### src/rtl/xcvr_pkg.sv
package xcvr_pkg;
  typedef struct packed {
    logic oe_n;
    logic dir;
    logic cap_ab;
    logic cap_ba;
    logic sel_ab;
    logic sel_ba;
  } half_ctrl_t;
endpackage

### src/rtl/xcvr_cap_reg.sv
module xcvr_cap_reg #(
  parameter int W = 8
) (
  input  logic         clk_i,
  input  logic         rst_ni,
  input  logic         strobe_i,
  input  logic [W-1:0] d_i,
  output logic [W-1:0] q_o
);
  logic strobe_q;

  always_ff @(posedge clk_i or negedge rst_ni) begin
    if (!rst_ni) begin
      strobe_q <= 1'b0;
      q_o      <= '0;
    end else begin
      strobe_q <= strobe_i;
      if (strobe_i && !strobe_q) q_o <= d_i;
    end
  end
endmodule

### src/rtl/xcvr_half.sv
module xcvr_half
  import xcvr_pkg::*;
#(
  parameter int W = 8
) (
  input  logic         clk_i,
  input  logic         rst_ni,
  input  half_ctrl_t   ctrl_i,
  input  logic [W-1:0] a_i,
  input  logic [W-1:0] b_i,
  output logic [W-1:0] a_o,
  output logic [W-1:0] a_oe_o,
  output logic [W-1:0] b_o,
  output logic [W-1:0] b_oe_o
);
  logic         a_drive, b_drive;
  logic [W-1:0] reg_a, reg_b, a_src, b_src;

  assign a_drive = !ctrl_i.oe_n && !ctrl_i.dir;
  assign b_drive = !ctrl_i.oe_n &&  ctrl_i.dir;

  assign a_o = ctrl_i.sel_ba ? reg_b : b_i;
  assign b_o = ctrl_i.sel_ab ? reg_a : a_i;

  // a driven side stores what the block places on it
  assign a_src = a_drive ? a_o : a_i;
  assign b_src = b_drive ? b_o : b_i;

  assign a_oe_o = {W{a_drive}};
  assign b_oe_o = {W{b_drive}};

  xcvr_cap_reg #(.W(W)) i_reg_a (
    .clk_i, .rst_ni, .strobe_i(ctrl_i.cap_ab), .d_i(a_src), .q_o(reg_a)
  );

  xcvr_cap_reg #(.W(W)) i_reg_b (
    .clk_i, .rst_ni, .strobe_i(ctrl_i.cap_ba), .d_i(b_src), .q_o(reg_b)
  );
endmodule

### src/rtl/xcvr_regbus.sv
module xcvr_regbus
  import xcvr_pkg::*;
#(
  parameter int HALF_W     = 8,
  parameter int NUM_HALVES = 2,
  localparam int W         = HALF_W * NUM_HALVES
) (
  input  logic                  clk_i,
  input  logic                  rst_ni,
  input  logic [NUM_HALVES-1:0] oe_ni,
  input  logic [NUM_HALVES-1:0] dir_i,
  input  logic [NUM_HALVES-1:0] cap_ab_i,
  input  logic [NUM_HALVES-1:0] cap_ba_i,
  input  logic [NUM_HALVES-1:0] sel_ab_i,
  input  logic [NUM_HALVES-1:0] sel_ba_i,
  input  logic [W-1:0]          a_i,
  output logic [W-1:0]          a_o,
  output logic [W-1:0]          a_oe_o,
  input  logic [W-1:0]          b_i,
  output logic [W-1:0]          b_o,
  output logic [W-1:0]          b_oe_o
);
  for (genvar h = 0; h < NUM_HALVES; h++) begin : g_half
    half_ctrl_t ctrl;

    assign ctrl = '{oe_n:   oe_ni[h],
                    dir:    dir_i[h],
                    cap_ab: cap_ab_i[h],
                    cap_ba: cap_ba_i[h],
                    sel_ab: sel_ab_i[h],
                    sel_ba: sel_ba_i[h]};

    xcvr_half #(.W(HALF_W)) i_half (
      .clk_i,
      .rst_ni,
      .ctrl_i (ctrl),
      .a_i    (a_i   [h*HALF_W +: HALF_W]),
      .b_i    (b_i   [h*HALF_W +: HALF_W]),
      .a_o    (a_o   [h*HALF_W +: HALF_W]),
      .a_oe_o (a_oe_o[h*HALF_W +: HALF_W]),
      .b_o    (b_o   [h*HALF_W +: HALF_W]),
      .b_oe_o (b_oe_o[h*HALF_W +: HALF_W])
    );
  end
endmodule

### config.mk
export PLATFORM = sky130hd
export DESIGN_NAME = xcvr_regbus
export DESIGN_NICKNAME = d
export VERILOG_FILES = /design/src/rtl/xcvr_pkg.sv /design/src/rtl/xcvr_cap_reg.sv /design/src/rtl/xcvr_half.sv /design/src/rtl/xcvr_regbus.sv
export SDC_FILE = /design/constraint.sdc
export NUM_CORES = 1
export LEC_CHECK = 0
export CAP_MARGIN = 40
export CELL_PAD_IN_SITES_DETAIL_PLACEMENT = 1
export CELL_PAD_IN_SITES_GLOBAL_PLACEMENT = 1
export CORE_AREA = 2 2 100 78
export CTS_CLUSTER_DIAMETER = 120
export DETAILED_ROUTE_END_ITERATION = 6
export DIE_AREA = 0 0 102 80
export PLACE_DENSITY = 0.92
export SYNTH_ARGS = -nofsm -noshare
export SYNTH_HDL_FRONTEND = slang
export SYNTH_SLANG_ARGS = --single-unit
export TNS_END_PERCENT = 10
### constraint.sdc
create_clock -name clk_i -period 3.2 [get_ports clk_i]
set_input_delay 0.64 -clock clk_i [delete_from_list [all_inputs] [get_ports clk_i]]
set_output_delay 0.64 -clock clk_i [all_outputs]
set_load 0.1 [all_outputs]
-- Word level (Yosys, flattened, before mapping)
Cells that the tools add are included.
- output and inout port bits: 64
- word-level logic and storage cells: 32
- register bits after elaboration: 36
- reductions and logical operators: 16
- muxes and demuxes: 8
- operators by type and width (operator ; number):
    8-bit 2-to-1 mux ; 8
    1-bit logical AND ; 8
    1-bit zero test ; 8

-- Longest topological paths before layout
- depth after elaboration: 3
- gate-level depth with buffers: 4
- mapped depth without buffers: 3

-- Modules after synthesis
A second synthesis with hierarchy kept.
- cell total of the unflattened synthesis: 182
- area, all modules: 2777.7 sq um
- modules (own cells, without submodules) (module ; cells each ; area each (sq um) ; instances):
    xcvr_cap_reg ; 19 ; 370.4 ; 4
    xcvr_half ; 53 ; 648.1 ; 2

-- Worst setup path after synthesis
OpenSTA, ideal clock, no wires.
- path type: input -> output
- start point: in sel_ba_i[0]
- end point: out a_o[0]
- arrival: 1.320 ns
- buffers on the path: 1
- setup slack: 1.240 ns
- stages: 2
- cells stage by stage: buf_6 mux2_2
- word-level cells in the longest chain between the ends: 1
- RTL lines (item ; RTL line ; text):
    start, declared ; xcvr_regbus.sv:15 ; input logic [NUM_HALVES-1:0] sel_ba_i,
    8-bit 2-to-1 mux ; xcvr_half.sv:22 ; assign a_o = ctrl_i.sel_ba ? reg_b : b_i;
    end, declared ; xcvr_regbus.sv:17 ; output logic [W-1:0] a_o,
No other way between the ends.

-- Final worst setup path
- start point: in sel_ba_i[1]
- end point: out a_o[10]
The elaborated chain is that of the path after synthesis.

==> summary.md <==
| Metric | Value |
|---|---|
| Hold Buf Count CTS | `0` |
| Post-CTS setup buffers | `0` |
| Status | `finished, final reports clean` |
| Htree depth | `2` |
| Largest net degree at the start of global routing | `37` |
| Fill cell count | `748` |
| PD cells | `521 nW/µm²` |
| Commonest cells post-synth | `36 x dfrtp_1, 32 x buf_4, 32 x mux2_2, 32 x mux2i_1, 32 x nand2_1` |
| Syn avg cell area | `10.5 µm²` |
| P&R area growth vs syn | `73.9%` |
| First-pass GRT wire length | `10,900 µm` |
| Wire per inst | `17.2 µm` |
| GP Congestion | `0.699` |
| Clk pin slew, worst setup/hold paths | `0.08 ns` |
| Finished Layout Cells | `395` |
| Count of final max-slew check failures | `0` |
| First-pass detailed-route iteration total | `4` |
| # port buffers | `109` |
| Synth unique cells | `13` |
| Final WL | `6800 µm` |
| Via density | `4.61` |
| CTS sink count | `36` |
| Initial antenna violation count | `0` |
| Yosys top cell area share | `40.1%` |
| RSZ-0062 raised after global routing | `false` |
| Count leader, synth | `dfrtp_1` |
| Placed insts | `387` |
| Antenna Cells | `0` |
| Yosys Warn Count | `0` |
| Seq/Total Area, Yosys | `40.1%` |
| Root Driver | `clkbuf_8` |
| Iteration-0 DRC count of the detailed router | `16` |
| DP HPWL | `5440 µm` |
| CTS tree | `done` |
| Final net count | `339` |
| Critical path class | `in2out` |
| Leakage power | `1.67 nW` |
| Residual DRC count | `0` |
| Crit path launch type | `input port` |
| Maximum clock path buffer count | `2` |
| Via count | `1,819` |
| Top cells by area, synth | `dfrtp_1 40%, mux2_2 16%, mux2i_1 14%` |
| Share of cells above drive strength 1 | `38.1%` |
| DIE AREA | `8160 µm²` |
| Slew Limit Headroom | `42.1%` |
| Fmax | `374 MHz` |
| Mapped Nets | `260` |
| Vias in the first global route | `2,087` |
| Chip width | `102 µm` |
| Asr flop ratio synth | `100%` |
| Final setup viols | `0` |
| Worst reg-to-reg setup slack | `1.95 ns` |
| Post-synth EDFFs | `0` |
| GRT overflow | `0` |
| Endpoint class of the critical path | `primary output` |
| Syn Inst Count | `214` |
| I/O pin total | `110` |
| VDD IR max | `0.251 mV` |
| Starting Density | `31.4%` |
| Final core occ | `54.6%` |
| Synth Flop Type | `dfrtp_1` |
| Post-route ant nets | `0` |
| Worst setup path start | `sel_ba_i[1]` |
| R2r startpoint | `g_half[1].i_half.i_reg_b.strobe_q` |
| Post_cts resized | `0` |
| Critical path fanouts, max | `8` |
| Yosys top cell by area | `dfrtp_1` |
| Die H | `80 µm` |
| Critical Path AT | `2.03 ns` |
| Worst skew pair latency | `0.28 ns` |
| Reg2reg end | `g_half[1].i_half.i_reg_b.q_o[4]` |
| Setup TNS | `0 ns` |
| Core ar. | `7160 µm²` |
| Worst clock skew | `0.00417 ns` |
| Cts bufs inserted | `5` |
| Final hold vios | `0` |
| Max Cap Viol | `0` |
| Worst reg2reg path depth | `3` |
| Row cnt | `27` |
| Critical path required time | `2.56 ns` |
| Mapped cell area | `2250 µm²` |
| Flops & latches, synth | `36` |
| Post-route minimum period | `2.67 ns` |
| HP Class | `in2async` |
| Tightest Pin Transition | `0.868 ns` |
| Final Cycle Share | `83.6%` |
| Tot GR Track Use | `17.2%` |
[cell type report]
class | count | area, µm² | share of cell area, %
clock inverters | 2 | 10.0 | 0.256
repair buffers | 114 | 1760 | 45.1
clock buffers | 6 | 82.6 | 2.11
flip-flops and latches | 36 | 901 | 23.1
well taps | 101 | 126 | 3.23
multi-input cells | 136 | 1020 | 26.2
[worst max path at each step]
stage	end	slack, ns	cells after the start
6_report	a_o[10]	0.53	3
5_1_grt	b_o[13]	0.46	3
4_1_cts	a_o[0]	0.52	3
3_5_place_dp	a_o[10]	0.53	3
3_3_place_gp	a_o[0]	0.55	3
2_1_floorplan	a_o[0]	1.24	2
[per-stage QoR]
step | worst slack, ns | hold slack (ns) | power (mW) | area (µm²)
3_5_place_dp | 0.527 | 0.473 | 1.71 | 3810
2_1_floorplan | 1.24 | 0.344 | 1.29 | 2250
4_1_cts | 0.522 | 0.483 | 2.05 | 3910
6_report | 0.526 | 0.462 | 2.03 | 3910
3_3_place_gp | 0.548 | 0.459 | 1.68 | 3810
5_1_grt | 0.463 | 0.508 | 2.11 | 3910
[sequential cells by signal, summed over array words and instances (netlist names)]
signal	count
g_half.i_half.i_reg_b.strobe_q	2
g_half.i_half.i_reg_a.q_o	16
g_half.i_half.i_reg_a.strobe_q	2
g_half.i_half.i_reg_b.q_o	16
[layer usage]
| metal | up-vias | part of all wire [%] | track usage (%) |
|---|---|---|---|
| li1 | 860 | - | - |
| met1 | 910 | 42 | 21.5 |
| met2 | 44 | 53 | 31.0 |
| met3 | 5 | 3.6 | 2.89 |
| met4 | 0 | 0.84 | 4.00 |
| met5 | - | 0 | 0 |
[power breakdown]
part / switching [mW] / internal [mW]
logic: 0.734 / 0.412
clock network: 0.167 / 0.172
registers: 0.0320 / 0.516
[cell families after synthesis]
group,share of synthesized area (%)
flip-flops,40.1
AO/OA/AOI/OAI,7.13
multiplexers,30.3
buffers and inverters,14.4
AND/OR/NAND/NOR,8.13
[worst max-delay path, stage by stage]
cell and delay (ns):
clkdlybuf4s50_1 0.77, mux2_2 0.44, buf_12 0.18
[cells in the final DEF (no fill, tap or decap), drive strengths merged]
cell type	n
clkbuf	6
mux2i	32
clkdlybuf4s50	44
dfrtp	36
buf	70
clkinv	2
o21ai	32
nor2	2
nand2b	4
nand2	32
mux2	32
and2b	2
Note: power is estimated with default switching activity, not from simulation.
